$ cat src/rtl/fws_pkg.sv
package fws_pkg;
  localparam int CLS_W  = 4;
  localparam int STAT_W = 8;

  localparam logic [CLS_W-1:0] CLS_PROG   = 4'd1;
  localparam logic [CLS_W-1:0] CLS_BERASE = 4'd2;
  localparam logic [CLS_W-1:0] CLS_CERASE = 4'd3;
  localparam logic [CLS_W-1:0] CLS_PROT   = 4'd4;
  localparam logic [CLS_W-1:0] CLS_UNPROT = 4'd5;
  localparam logic [CLS_W-1:0] CLS_LOCK   = 4'd6;
  localparam logic [CLS_W-1:0] CLS_FREEZE = 4'd7;
  localparam logic [CLS_W-1:0] CLS_OTP    = 4'd8;
  localparam logic [CLS_W-1:0] CLS_WRSR   = 4'd9;

  typedef enum logic [1:0] {
    PS_NONE = 2'b00,
    PS_SOME = 2'b01,
    PS_ALL  = 2'b11
  } prot_sum_e;

  localparam int SB_BUSY = 0;
  localparam int SB_WEL  = 1;
  localparam int SB_PROT = 2;
  localparam int SB_WP   = 4;
  localparam int SB_ERR  = 5;

  function automatic logic is_modify(input logic [CLS_W-1:0] c);
    return (c >= CLS_PROG) && (c <= CLS_WRSR);
  endfunction

  function automatic logic is_erase_prog(input logic [CLS_W-1:0] c);
    return (c == CLS_PROG) || (c == CLS_BERASE) || (c == CLS_CERASE) || (c == CLS_OTP);
  endfunction
endpackage

$ cat src/rtl/fws_rst_sync.sv
module fws_rst_sync #(
  parameter int STAGES = 2
) (
  input  logic clk,
  input  logic rst_n,
  output logic rst_n_sync
);
  logic [STAGES-1:0] sync_q;

  always_ff @(posedge clk or negedge rst_n) begin
    if (!rst_n) sync_q <= '0;
    else        sync_q <= {sync_q[STAGES-2:0], 1'b1};
  end

  assign rst_n_sync = sync_q[STAGES-1];
endmodule

$ cat src/rtl/fws_cmd_track.sv
module fws_cmd_track
  import fws_pkg::*;
(
  input  logic             clk,
  input  logic             rst_n,
  input  logic             por_i,
  input  logic             op_full_i,
  input  logic [CLS_W-1:0] op_cls_i,
  input  logic             done_i,
  input  logic             abort_i,
  input  logic             hold_abort_i,
  input  logic             wel_i,
  output logic             busy_nx_o,
  output logic             grant_o,
  output logic             refuse_o,
  output logic             mod_end_o,
  output logic             ep_done_o
);
  logic             act_q, act_d;
  logic [CLS_W-1:0] cls_q, cls_d;
  logic             cls_en;
  logic             grant_q, grant_d, refuse_q, refuse_d;
  logic             new_mod, end_evt;

  always_comb begin
    new_mod   = op_full_i & is_modify(op_cls_i) & ~act_q;
    end_evt   = act_q & (done_i | abort_i | hold_abort_i);
    mod_end_o = act_q & (done_i | abort_i);
    ep_done_o = act_q & done_i & is_erase_prog(cls_q);

    act_d  = act_q;
    cls_d  = cls_q;
    cls_en = 1'b0;
    if (por_i) begin
      act_d = 1'b0;
    end else if (end_evt) begin
      act_d = 1'b0;
    end else if (new_mod && wel_i) begin
      act_d  = 1'b1;
      cls_d  = op_cls_i;
      cls_en = 1'b1;
    end

    grant_d  = ~por_i & new_mod & wel_i;
    refuse_d = ~por_i & new_mod & ~wel_i;
  end

  always_ff @(posedge clk or negedge rst_n) begin
    if (!rst_n) begin
      act_q    <= 1'b0;
      grant_q  <= 1'b0;
      refuse_q <= 1'b0;
    end else begin
      act_q    <= act_d;
      grant_q  <= grant_d;
      refuse_q <= refuse_d;
    end
  end

  always_ff @(posedge clk or negedge rst_n) begin
    if (!rst_n)      cls_q <= '0;
    else if (cls_en) cls_q <= cls_d;
  end

  assign busy_nx_o = act_d;
  assign grant_o   = grant_q;
  assign refuse_o  = refuse_q;
endmodule

$ cat src/rtl/fws_wel.sv
module fws_wel (
  input  logic clk,
  input  logic rst_n,
  input  logic por_i,
  input  logic wren_i,
  input  logic wrdi_i,
  input  logic mod_end_i,
  input  logic hold_abort_i,
  output logic wel_o,
  output logic wel_nx_o
);
  logic wel_q, wel_d, wel_en, clr;

  always_comb begin
    clr    = por_i | wrdi_i | mod_end_i | hold_abort_i;
    wel_en = clr | wren_i;
    wel_d  = clr ? 1'b0 : 1'b1;
  end

  always_ff @(posedge clk or negedge rst_n) begin
    if (!rst_n)      wel_q <= 1'b0;
    else if (wel_en) wel_q <= wel_d;
  end

  assign wel_o    = wel_q;
  assign wel_nx_o = wel_en ? wel_d : wel_q;
endmodule

$ cat src/rtl/fws_err.sv
module fws_err (
  input  logic clk,
  input  logic rst_n,
  input  logic por_i,
  input  logic ep_done_i,
  input  logic fail_i,
  output logic err_nx_o
);
  logic err_q, err_d, err_en;

  always_comb begin
    err_en = por_i | ep_done_i;
    err_d  = por_i ? 1'b0 : fail_i;
  end

  always_ff @(posedge clk or negedge rst_n) begin
    if (!rst_n)      err_q <= 1'b0;
    else if (err_en) err_q <= err_d;
  end

  assign err_nx_o = err_en ? err_d : err_q;
endmodule

$ cat src/rtl/fws_prot_sum.sv
module fws_prot_sum
  import fws_pkg::*;
#(
  parameter int NSECT = 16
) (
  input  logic [NSECT-1:0] sect_prot_i,
  output logic [1:0]       sum_o
);
  logic any_set, all_set;
  prot_sum_e sum;

  always_comb begin
    any_set = |sect_prot_i;
    all_set = &sect_prot_i;
    if (all_set)      sum = PS_ALL;
    else if (any_set) sum = PS_SOME;
    else              sum = PS_NONE;
  end

  assign sum_o = sum;
endmodule

$ cat src/rtl/flash_wel_status.sv
module flash_wel_status
  import fws_pkg::*;
#(
  parameter int NSECT = 16
) (
  input  logic              clk,
  input  logic              rst_n,
  input  logic              por_i,
  input  logic              wren_i,
  input  logic              wrdi_i,
  input  logic              op_full_i,
  input  logic [CLS_W-1:0]  op_cls_i,
  input  logic              done_i,
  input  logic              abort_i,
  input  logic              hold_abort_i,
  input  logic              fail_i,
  input  logic              wp_i,
  input  logic [NSECT-1:0]  sect_prot_i,
  output logic              grant_o,
  output logic              refuse_o,
  output logic [STAT_W-1:0] status_o
);
  logic rst_n_sync;
  logic wel, wel_nx, busy_nx, err_nx, mod_end, ep_done;
  logic [1:0] prot_sum;
  logic [STAT_W-1:0] status_d, status_q;

  fws_rst_sync #(.STAGES(2)) u_rst (
    .clk(clk), .rst_n(rst_n), .rst_n_sync(rst_n_sync)
  );

  fws_cmd_track u_trk (
    .clk(clk), .rst_n(rst_n_sync), .por_i(por_i),
    .op_full_i(op_full_i), .op_cls_i(op_cls_i),
    .done_i(done_i), .abort_i(abort_i), .hold_abort_i(hold_abort_i),
    .wel_i(wel), .busy_nx_o(busy_nx), .grant_o(grant_o), .refuse_o(refuse_o),
    .mod_end_o(mod_end), .ep_done_o(ep_done)
  );

  fws_wel u_wel (
    .clk(clk), .rst_n(rst_n_sync), .por_i(por_i), .wren_i(wren_i),
    .wrdi_i(wrdi_i), .mod_end_i(mod_end), .hold_abort_i(hold_abort_i),
    .wel_o(wel), .wel_nx_o(wel_nx)
  );

  fws_err u_err (
    .clk(clk), .rst_n(rst_n_sync), .por_i(por_i),
    .ep_done_i(ep_done), .fail_i(fail_i), .err_nx_o(err_nx)
  );

  fws_prot_sum #(.NSECT(NSECT)) u_prot (
    .sect_prot_i(sect_prot_i), .sum_o(prot_sum)
  );

  always_comb begin
    status_d                   = '0;
    status_d[SB_BUSY]          = busy_nx;
    status_d[SB_WEL]           = wel_nx;
    status_d[SB_PROT+1:SB_PROT] = prot_sum;
    status_d[SB_WP]            = wp_i;
    status_d[SB_ERR]           = err_nx;
  end

  always_ff @(posedge clk or negedge rst_n_sync) begin
    if (!rst_n_sync) status_q <= '0;
    else             status_q <= status_d;
  end

  assign status_o = status_q;
endmodule

$ cat config.mk
export PLATFORM = sky130hd
export DESIGN_NAME = flash_wel_status
export DESIGN_NICKNAME = d
export VERILOG_FILES = /design/src/rtl/fws_pkg.sv /design/src/rtl/fws_rst_sync.sv /design/src/rtl/fws_cmd_track.sv /design/src/rtl/fws_wel.sv /design/src/rtl/fws_err.sv /design/src/rtl/fws_prot_sum.sv /design/src/rtl/flash_wel_status.sv
export SDC_FILE = /design/constraint.sdc
export NUM_CORES = 1
export LEC_CHECK = 0
export CAP_MARGIN = 20
export CORE_AREA = 2 2 44 46
export DETAILED_ROUTE_END_ITERATION = 12
export DIE_AREA = 0 0 46 48
export DONT_BUFFER_PORTS = 1
export PLACE_DENSITY = 0.52
export SLEW_MARGIN = 20
export SYNTH_ARGS = -nofsm -noshare
export SYNTH_HDL_FRONTEND = slang
export SYNTH_SLANG_ARGS = --single-unit
$ cat constraint.sdc
create_clock -name clk -period 0.8 [get_ports clk]
set_clock_uncertainty 0.1 [all_clocks]
set_input_delay 0.04 -clock clk [delete_from_list [all_inputs] [get_ports clk]]
set_output_delay 0.04 -clock clk [all_outputs]
set_load 0.05 [all_outputs]
* Word-level counts from Yosys, hierarchy flattened
Index checks and enable logic that the tools add are counted.
** Cells by class
- Equal/unequal tests :: 4
- Mux-type cells :: 12
- Reductions and logical operators :: 8
- $lt $le $gt $ge :: 2
- Bitwise operators :: 20
** Operators by type and width (number)
- AND reduction 16 bit :: 1
- OR reduction 16 bit :: 1
- 2-to-1 mux 1 bit :: 11
- AND 1 bit :: 9
- == test 4 x 2 -> 1 bit (second input constant) :: 2
- bitwise OR 1 bit :: 7
- == test 4 x 1 -> 1 bit (second input constant) :: 1
- == test 4 bit (second input constant) :: 1
- greater-or-equal comparator 4 x 1 -> 1 bit (second input constant) :: 1
- <= comparator 4 bit (second input constant) :: 1
- inverter 1 bit :: 4
- AND reduction 4 bit :: 1
- logical OR 1 bit :: 3
- logical AND 1 bit :: 2
- 2-to-1 mux 2 bit :: 1
** Storage, ports and cells
- Bits of input ports :: 31
- Register bits :: 17
- Output and inout port bits :: 10
- Logic and storage cells :: 54

* Logic depth before layout (Yosys ltp)
Gate-level depths: netlist of the first run.
- Depth in word-level cells :: 9
- Mapped depth :: 3
- Depth with buffers taken out :: 3

* Hierarchy
A second synthesis of the first run with hierarchy kept.
** Unflattened totals
- Cell total of the unflattened synthesis :: 56
- Area total of the unflattened synthesis :: 715.7 um2
** Modules (own cells, without submodules)
- fws_cmd_track :: area each 332.8 um2, cells each 27, sequential area each 175.2 um2, instances 1
- flash_wel_status :: area each 168.9 um2, cells each 9, sequential area each 150.1 um2, instances 1
- fws_prot_sum :: area each 76.3 um2, cells each 11, sequential area each 0.0 um2, instances 1
- fws_rst_sync :: area each 53.8 um2, cells each 3, sequential area each 50.0 um2, instances 1
- fws_wel :: area each 45.0 um2, cells each 3, sequential area each 25.0 um2, instances 1
- fws_err :: area each 38.8 um2, cells each 3, sequential area each 25.0 um2, instances 1

* Least setup slack after synthesis of the first run
No wires, ideal clock.
- Path kind :: reg2reg
- Start :: register status_o[0] (netlist name)
- End :: register u_trk.cls_q[0]
- Required time :: 0.572 ns
- Path slack :: -0.552 ns
- Path buffers :: 0
- Stages on the path, launching flop included :: 4
- Period minus slack after synthesis :: 1.352 ns
- Arrival time :: 1.124 ns
- Library setup time :: 0.128 ns
- Path through :: dfrtp_1 > nor3b_2 > nand4_4 > mux2_1
** RTL lines
- to (signal assigned) :: RTL line fws_cmd_track.sv:62 : else if (cls_en) cls_q <= cls_d;
- to (decl) :: RTL line fws_cmd_track.sv:20 : logic [CLS_W-1:0] cls_q, cls_d;

==> impl_metrics.json, run 1 <==
{
  "crit_path_max_fanout": 5,
  "switchingPower_mw": 0.406,
  "pwr-share-clk": 0.309,
  "drt-total-wl_um": 1910,
  "fin_nets": 127,
  "dp_hpwl_um": 1050,
  "route.detailed.drc": 0,
  "syn_inst": 55,
  "r2r_cells": 3,
  "r2r_end": "u_trk.cls_q[2]",
  "overflow": 0,
  "tns_ns": -6.32,
  "h-tree-depth": 1,
  "leakagePower_nw": 0.638,
  "vias_per_cell": 5.44,
  "crit_required_ns": 0.86,
  "failed_checks": "negative hold slack, negative setup slack",
  "cts_tree": "yes",
  "wl_per_cell_um": 17.1,
  "grt_pass1_vias": 584,
  "drive_gt1_frac": 0.347,
  "clock_sinks": 14,
  "num_vias": 609,
  "num_rows": 15,
  "globalplace.congestion": 0.753,
  "min_period_ns": 1.41,
  "placed_cells": 80,
  "cts_buffer_depth": 2,
  "ys_warn_count": 0,
  "hold_depth": 1,
  "clkLatencyLatePin_ns": 0.27,
  "yosys.cell_types.count": 21,
  "slowest_delay_ns": 0.43,
  "initial_core_util": 0.378,
  "grt_max_degree": 13,
  "core_mm2": 0.00169,
  "seqCellArea_um2": 350,
  "r2r_slack_ns": -0.61,
  "stdcell_area_mm2": 0.00119,
  "p_sw_frac": 0.251,
  "p_comb_frac": 0.207,
  "p_per_area_mw_per_mm2": 1370,
  "syn_area_um2": 638,
  "r2r_start": "status_o[0]",
  "antenna_cells": 0,
  "hold_class": "input pin to register",
  "worstSetupEndpointType": "register",
  "portBuffers": 0,
  "hold_viol": 8,
  "path_class": "register to register",
  "cts_made_buffers": 3,
  "vdd_drop_max_uv": 1030,
  "cp_data_arrival_time_ns": 1.47,
  "cp-start-kind": "register",
  "drtIter0Drc": 8,
  "slew_viol_final": 0,
  "die_x_um": 46,
  "grt.total_usage": 0.167,
  "cp_cell_sequence": "nor3b_4 > nand4_4 > mux2_1",
  "antenna_found_initial": 0,
  "synth_seq_cells": 14,
  "root_buffer": "clkbuf_4",
  "die_area_mm2": 0.00221,
  "timing.fmax_ghz": 0.708,
  "final_cells": 112,
  "setup_viol": 17,
  "ios": 41,
  "avgSynthCellArea_um2": 11.6,
  "ys_seq_area_frac": 0.549,
  "power_frac_seq": 0.484,
  "dr.pass1.iters": 4,
  "multi_input_area_um2": 295,
  "cp_slowest_cell": "dfrtp_1",
  "status": "finished, violations left",
  "grt_pass1_wl_um": 2530,
  "place_area_um2": 778,
  "finalCritPeriodShare": 1.76,
  "worstHoldStart": "por_i",
  "die_h_um": 48,
  "finalWorstSetupSlack_ns": -0.611,
  "ant_nets": 0,
  "fill_cells": 119,
  "final_util": 0.702,
  "holdPathEnd": "status_o[5]",
  "cap_violations": 0,
  "syn_to_final_growth_pct": 85.9,
  "p_int_mw": 1.21,
  "rsz0062_at_grt": "true",
  "clk_pin_slew_ns": 0.09,
  "hold_ws_ns": -0.281,
  "place_ws_ns": -0.633
}
## Yosys cell counts
master | n | area [µm²]
nand4_1 | 5 | 31.3
or4_4 | 1 | 11.3
nor4_1 | 5 | 31.3
a21oi_1 | 1 | 5.00
nand3_1 | 1 | 5.00
nand4_4 | 1 | 21.3
nand2_1 | 1 | 3.75
or4b_1 | 1 | 10.0
o21a_1 | 1 | 7.51
nor3b_2 | 1 | 12.5
o31ai_1 | 1 | 7.51
nor2_1 | 3 | 11.3
inv_1 | 2 | 7.51
conb_1 | 2 | 7.51
buf_4 | 5 | 37.5
nand3b_1 | 1 | 7.51
mux2_1 | 4 | 45.0
o21ai_0 | 2 | 10.0
dfrtp_1 | 14 | 350
nor3_1 | 2 | 10.0
o21ai_1 | 1 | 5.00
## critical path, delay by kind of cell (launching register included)
family | cells | cell delay [ns]
and+or+nand+nor | 2 | 0.41
muxes | 1 | 0.35
DFF | 1 | 0.43
## sequential cells by signal (all words and copies together), names as in the netlist
register,cells
status_o,6
u_trk.cls_q,4
u_rst.sync_q,2
u_trk.grant_o,1
u_trk.refuse_o,1
## power groups by stage
stage | clock network [mW] | registers, mW | logic, mW
finish | 0.501 | 0.785 | 0.335
global route | 0.548 | 0.793 | 0.358
CTS | 0.507 | 0.784 | 0.291
detailed placement | 0 | 0.798 | 0.181
global placement | 0 | 0.797 | 0.174
floorplan | 0 | 0.816 | 0.107
## cell usage in the layout (no fill, tap or decap), types with 2 or more instances in the layout
cell	netlist	final
buf_12	0	5
buf_4	5	8
buf_6	0	4
clkbuf_4	0	3
conb_1	2	3
dfrtp_1	14	14
dlygate4sd3_1	0	7
dlymetal6s4s_1	0	16
inv_1	2	2
mux2_1	4	3
nand4_1	5	5
nor2_1	3	3
nor4_1	5	2
nor4_2	0	3
o21ai_2	0	2
## worst max path at each step
| stage | to | start | slack, ns |
|---|---|---|---|
| floorplan | u_trk.cls_q[0] | status_o[0] | -0.55 |
| global placement | u_trk.cls_q[2] | status_o[0] | -0.58 |
| detailed placement | u_trk.cls_q[3] | status_o[0] | -0.63 |
| CTS | u_trk.cls_q[2] | status_o[0] | -0.61 |
| global route | u_trk.cls_q[2] | status_o[0] | -0.67 |
| finish | u_trk.cls_q[2] | status_o[0] | -0.61 |
## kinds of logic after synthesis
kind of cell           synth area share
flip-flops                        0.549
other                            0.0118
buffers and inverters            0.0706
multiplexers                     0.0706
AO/OA/AOI/OAI                    0.0549
AND/OR/NAND/NOR                   0.243
## metrics by stage
stage | total power [mW] | hold slack [ns]
after floorplan | 0.923 | -0.356
after global routing | 1.70 | -0.290
after global placement | 0.971 | -0.356
after detailed placement | 0.979 | -0.356
final | 1.62 | -0.281
after CTS | 1.58 | -0.287
## what timing repair did
item                                    CTS  global route
gates resized for setup                   7            26
endpoints found under the setup margin   17            19
buffers inserted                          4             3
pin swaps                                 4             9
hold endpoints to repair                 13             8
hold buffers                             21             2
## layout make-up
type / count / share of cell area
repair buffers: 40 / 0.401
well taps: 17 / 0.0179
clock buffers: 4 / 0.0306
flip-flops and latches: 14 / 0.295
multi-input cells: 35 / 0.249
inverters: 2 / 0.00633
## layer usage
| layer | global-route usage | vias up | part of all wire |
|---|---|---|---|
| li1 | - | 281 | - |
| met1 | 0.157 | 295 | 0.33 |
| met2 | 0.336 | 29 | 0.59 |
| met3 | 0.0453 | 4 | 0.062 |
| met4 | 0.0686 | 0 | 0.017 |
| met5 | 0 | - | 0 |
No activity file was read; power rests on OpenSTA's default activity.
==> run 2: changes to the inputs <==
--- a/config.mk
+++ b/config.mk
@@ -6,11 +6,12 @@
 export NUM_CORES = 1
 export LEC_CHECK = 0
 export CAP_MARGIN = 20
-export CORE_AREA = 2 2 44 46
+export CORE_AREA = 2 2 39 41
 export DETAILED_ROUTE_END_ITERATION = 12
-export DIE_AREA = 0 0 46 48
+export DIE_AREA = 0 0 41 43
 export DONT_BUFFER_PORTS = 1
-export PLACE_DENSITY = 0.52
+export MAX_ROUTING_LAYER = met4
+export PLACE_DENSITY = 0.64
 export SLEW_MARGIN = 20
 export SYNTH_ARGS = -nofsm -noshare
 export SYNTH_HDL_FRONTEND = slang
==> constraint.sdc (replaced) <==
create_clock -name clk -period 0.8 [get_ports clk]
set_clock_uncertainty 0.1 [all_clocks]
set_input_delay 0.04 -clock clk [delete_from_list [all_inputs] [get_ports clk]]
set_output_delay 0.04 -clock clk [all_outputs]
set_load 0.1 [all_outputs]
==> run 2 against run 1 <==
The flow still finishes with violations (negative hold slack, negative setup slack); cell count up 0.89%; first-iteration DRC count down 13%; combinational power up 22%; count of clock-buffer cells in the layout unchanged; largest power group unchanged.
==> impl_metrics.json, run 2 (synthesis gave the netlist of run 1 again) <==
{
  "route.detailed.drc": 0,
  "stdcell_area_mm2": 0.00122,
  "min_period_ns": 1.39,
  "overflow": 0,
  "cts_buffer_depth": 2,
  "num_vias": 621,
  "pwr-share-clk": 0.295,
  "r2r_start": "status_o[0]",
  "timing.fmax_ghz": 0.719,
  "worstSetupEndpointType": "register",
  "wl_per_cell_um": 17.3,
  "crit_path_max_fanout": 5,
  "cp-start-kind": "input pin",
  "cp_data_arrival_time_ns": 1.45,
  "die_area_mm2": 0.00176,
  "layout_commonest_cell": "dlymetal6s4s_1",
  "cp_cell_sequence": "dlygate4sd3_1 > o21ai_1 > nand4_4 > mux2_1",
  "dr.pass1.iters": 4,
  "p_sw_frac": 0.271,
  "drt-total-wl_um": 1950,
  "r2r_cells": 3,
  "finalCritPeriodShare": 1.74,
  "ant_nets": 0,
  "hold_viol": 11,
  "grt.total_usage": 0.236,
  "drive_gt1_frac": 0.381,
  "cp_slowest_cell": "dlygate4sd3_1",
  "slew_viol_final": 0,
  "num_rows": 14,
  "p_per_area_mw_per_mm2": 1390,
  "cap_violations": 0,
  "die_h_um": 43,
  "mostFrequentLayoutCells": "dlymetal6s4s_1, buf_4, dfrtp_1",
  "clock_sinks": 14,
  "path_class": "input pin to register",
  "grt_pass1_vias": 624,
  "clk_pin_slew_ns": 0.09,
  "hold_depth": 1,
  "r2r_slack_ns": -0.59,
  "core_mm2": 0.00138,
  "switchingPower_mw": 0.460,
  "r2r_end": "u_trk.cls_q[0]",
  "hold_class": "input pin to register",
  "slowest_delay_ns": 0.58,
  "dp_hpwl_um": 984,
  "vdd_drop_max_uv": 1200,
  "antenna_cells": 0,
  "ios": 41,
  "placed_cells": 80,
  "fin_nets": 129,
  "syn_to_final_growth_pct": 91.4,
  "worstHoldStart": "op_cls_i[1]",
  "root_buffer": "clkbuf_4",
  "p_int_mw": 1.24,
  "cts_tree": "yes",
  "antenna_found_initial": 0,
  "hold_ws_ns": -0.213,
  "clkLatencyLatePin_ns": 0.28,
  "leakagePower_nw": 0.644,
  "globalplace.congestion": 0.665,
  "status": "finished, violations left",
  "place_area_um2": 791,
  "final_util": 0.882,
  "worst-path-buf-inv": 1,
  "drtIter0Drc": 7,
  "grt_pass1_wl_um": 2530,
  "grt_max_degree": 9,
  "setup_viol": 17,
  "vias_per_cell": 5.50,
  "crit_required_ns": 0.86,
  "initial_core_util": 0.461,
  "fill_cells": 60,
  "cpLargestDelayFamily": "buffers and inverters",
  "holdPathEnd": "u_trk.cls_q[1]",
  "h-tree-depth": 1,
  "finalWorstSetupSlack_ns": -0.590,
  "power_frac_seq": 0.464,
  "cts_made_buffers": 3,
  "rsz0062_at_grt": "true",
  "critPathLaunch": "op_cls_i[2]",
  "failed_checks": "negative hold slack, negative setup slack",
  "die_x_um": 41,
  "largest_register_ffs": 6,
  "portBuffers": 0,
  "place_ws_ns": -0.599,
  "final_cells": 113,
  "p_comb_frac": 0.240
}
run 2: worst max-delay path by stage:
stage	endpoint	slack (ns)	depth (start not counted)
floorplan	u_trk.cls_q[0]	-0.55	3
global placement	u_trk.cls_q[0]	-0.57	3
detailed placement	u_trk.cls_q[0]	-0.60	3
CTS	u_trk.cls_q[0]	-0.59	3
global route	u_trk.cls_q[0]	-0.66	3
finish	u_trk.cls_q[0]	-0.59	4
run 2: final cells by class:
cell class / count / area, µm² / area share
multi-input combinational: 35 / 280 / 0.230
sequential: 14 / 357 / 0.292
tap: 16 / 20.0 / 0.0164
clock buffer: 4 / 36.3 / 0.0297
inverter: 2 / 7.51 / 0.00615
timing repair buffer: 42 / 520 / 0.426
run 2: per-stage QoR:
stage | hold WS [ns] | total power [mW] | setup TNS [ns]
CTS | -0.300 | 1.65 | -7.02
detailed placement | -0.356 | 1.03 | -4.61
floorplan | -0.356 | 0.975 | -3.52
finish | -0.213 | 1.70 | -6.81
global placement | -0.356 | 1.03 | -4.41
global route | -0.217 | 1.77 | -7.55
run 2: what timing repair did:
action | in CTS | in global routing
pin swaps | 4 | 7
resized for setup | 15 | 21
hold buffers | 21 | 2
setup buffers | 4 | 2
endpoints found under the setup margin | 17 | 19
endpoints found under the hold margin | 17 | 8
run 2: power groups by stage:
stage | combinational (mW) | sequential [mW] | clock [mW]
2_1_floorplan | 0.137 | 0.839 | 0
3_3_place_gp | 0.224 | 0.802 | 0
3_5_place_dp | 0.228 | 0.802 | 0
4_1_cts | 0.341 | 0.788 | 0.518
5_1_grt | 0.432 | 0.794 | 0.544
6_report | 0.408 | 0.788 | 0.502
run 2: worst register-to-register path, stage by stage, from the launching register on:
cell and delay, ns:
dfrtp_1 0.42, nor3b_4 0.25, nand4_4 0.16, mux2_1 0.34
run 2: routing by layer:
metal  GRT usage  vias up  wire length, µm
met1       0.205      298              593
met5           -        -                0
met3      0.0419        8              109
met2       0.434       33             1190
li1            -      282                -
met4       0.120        0               63
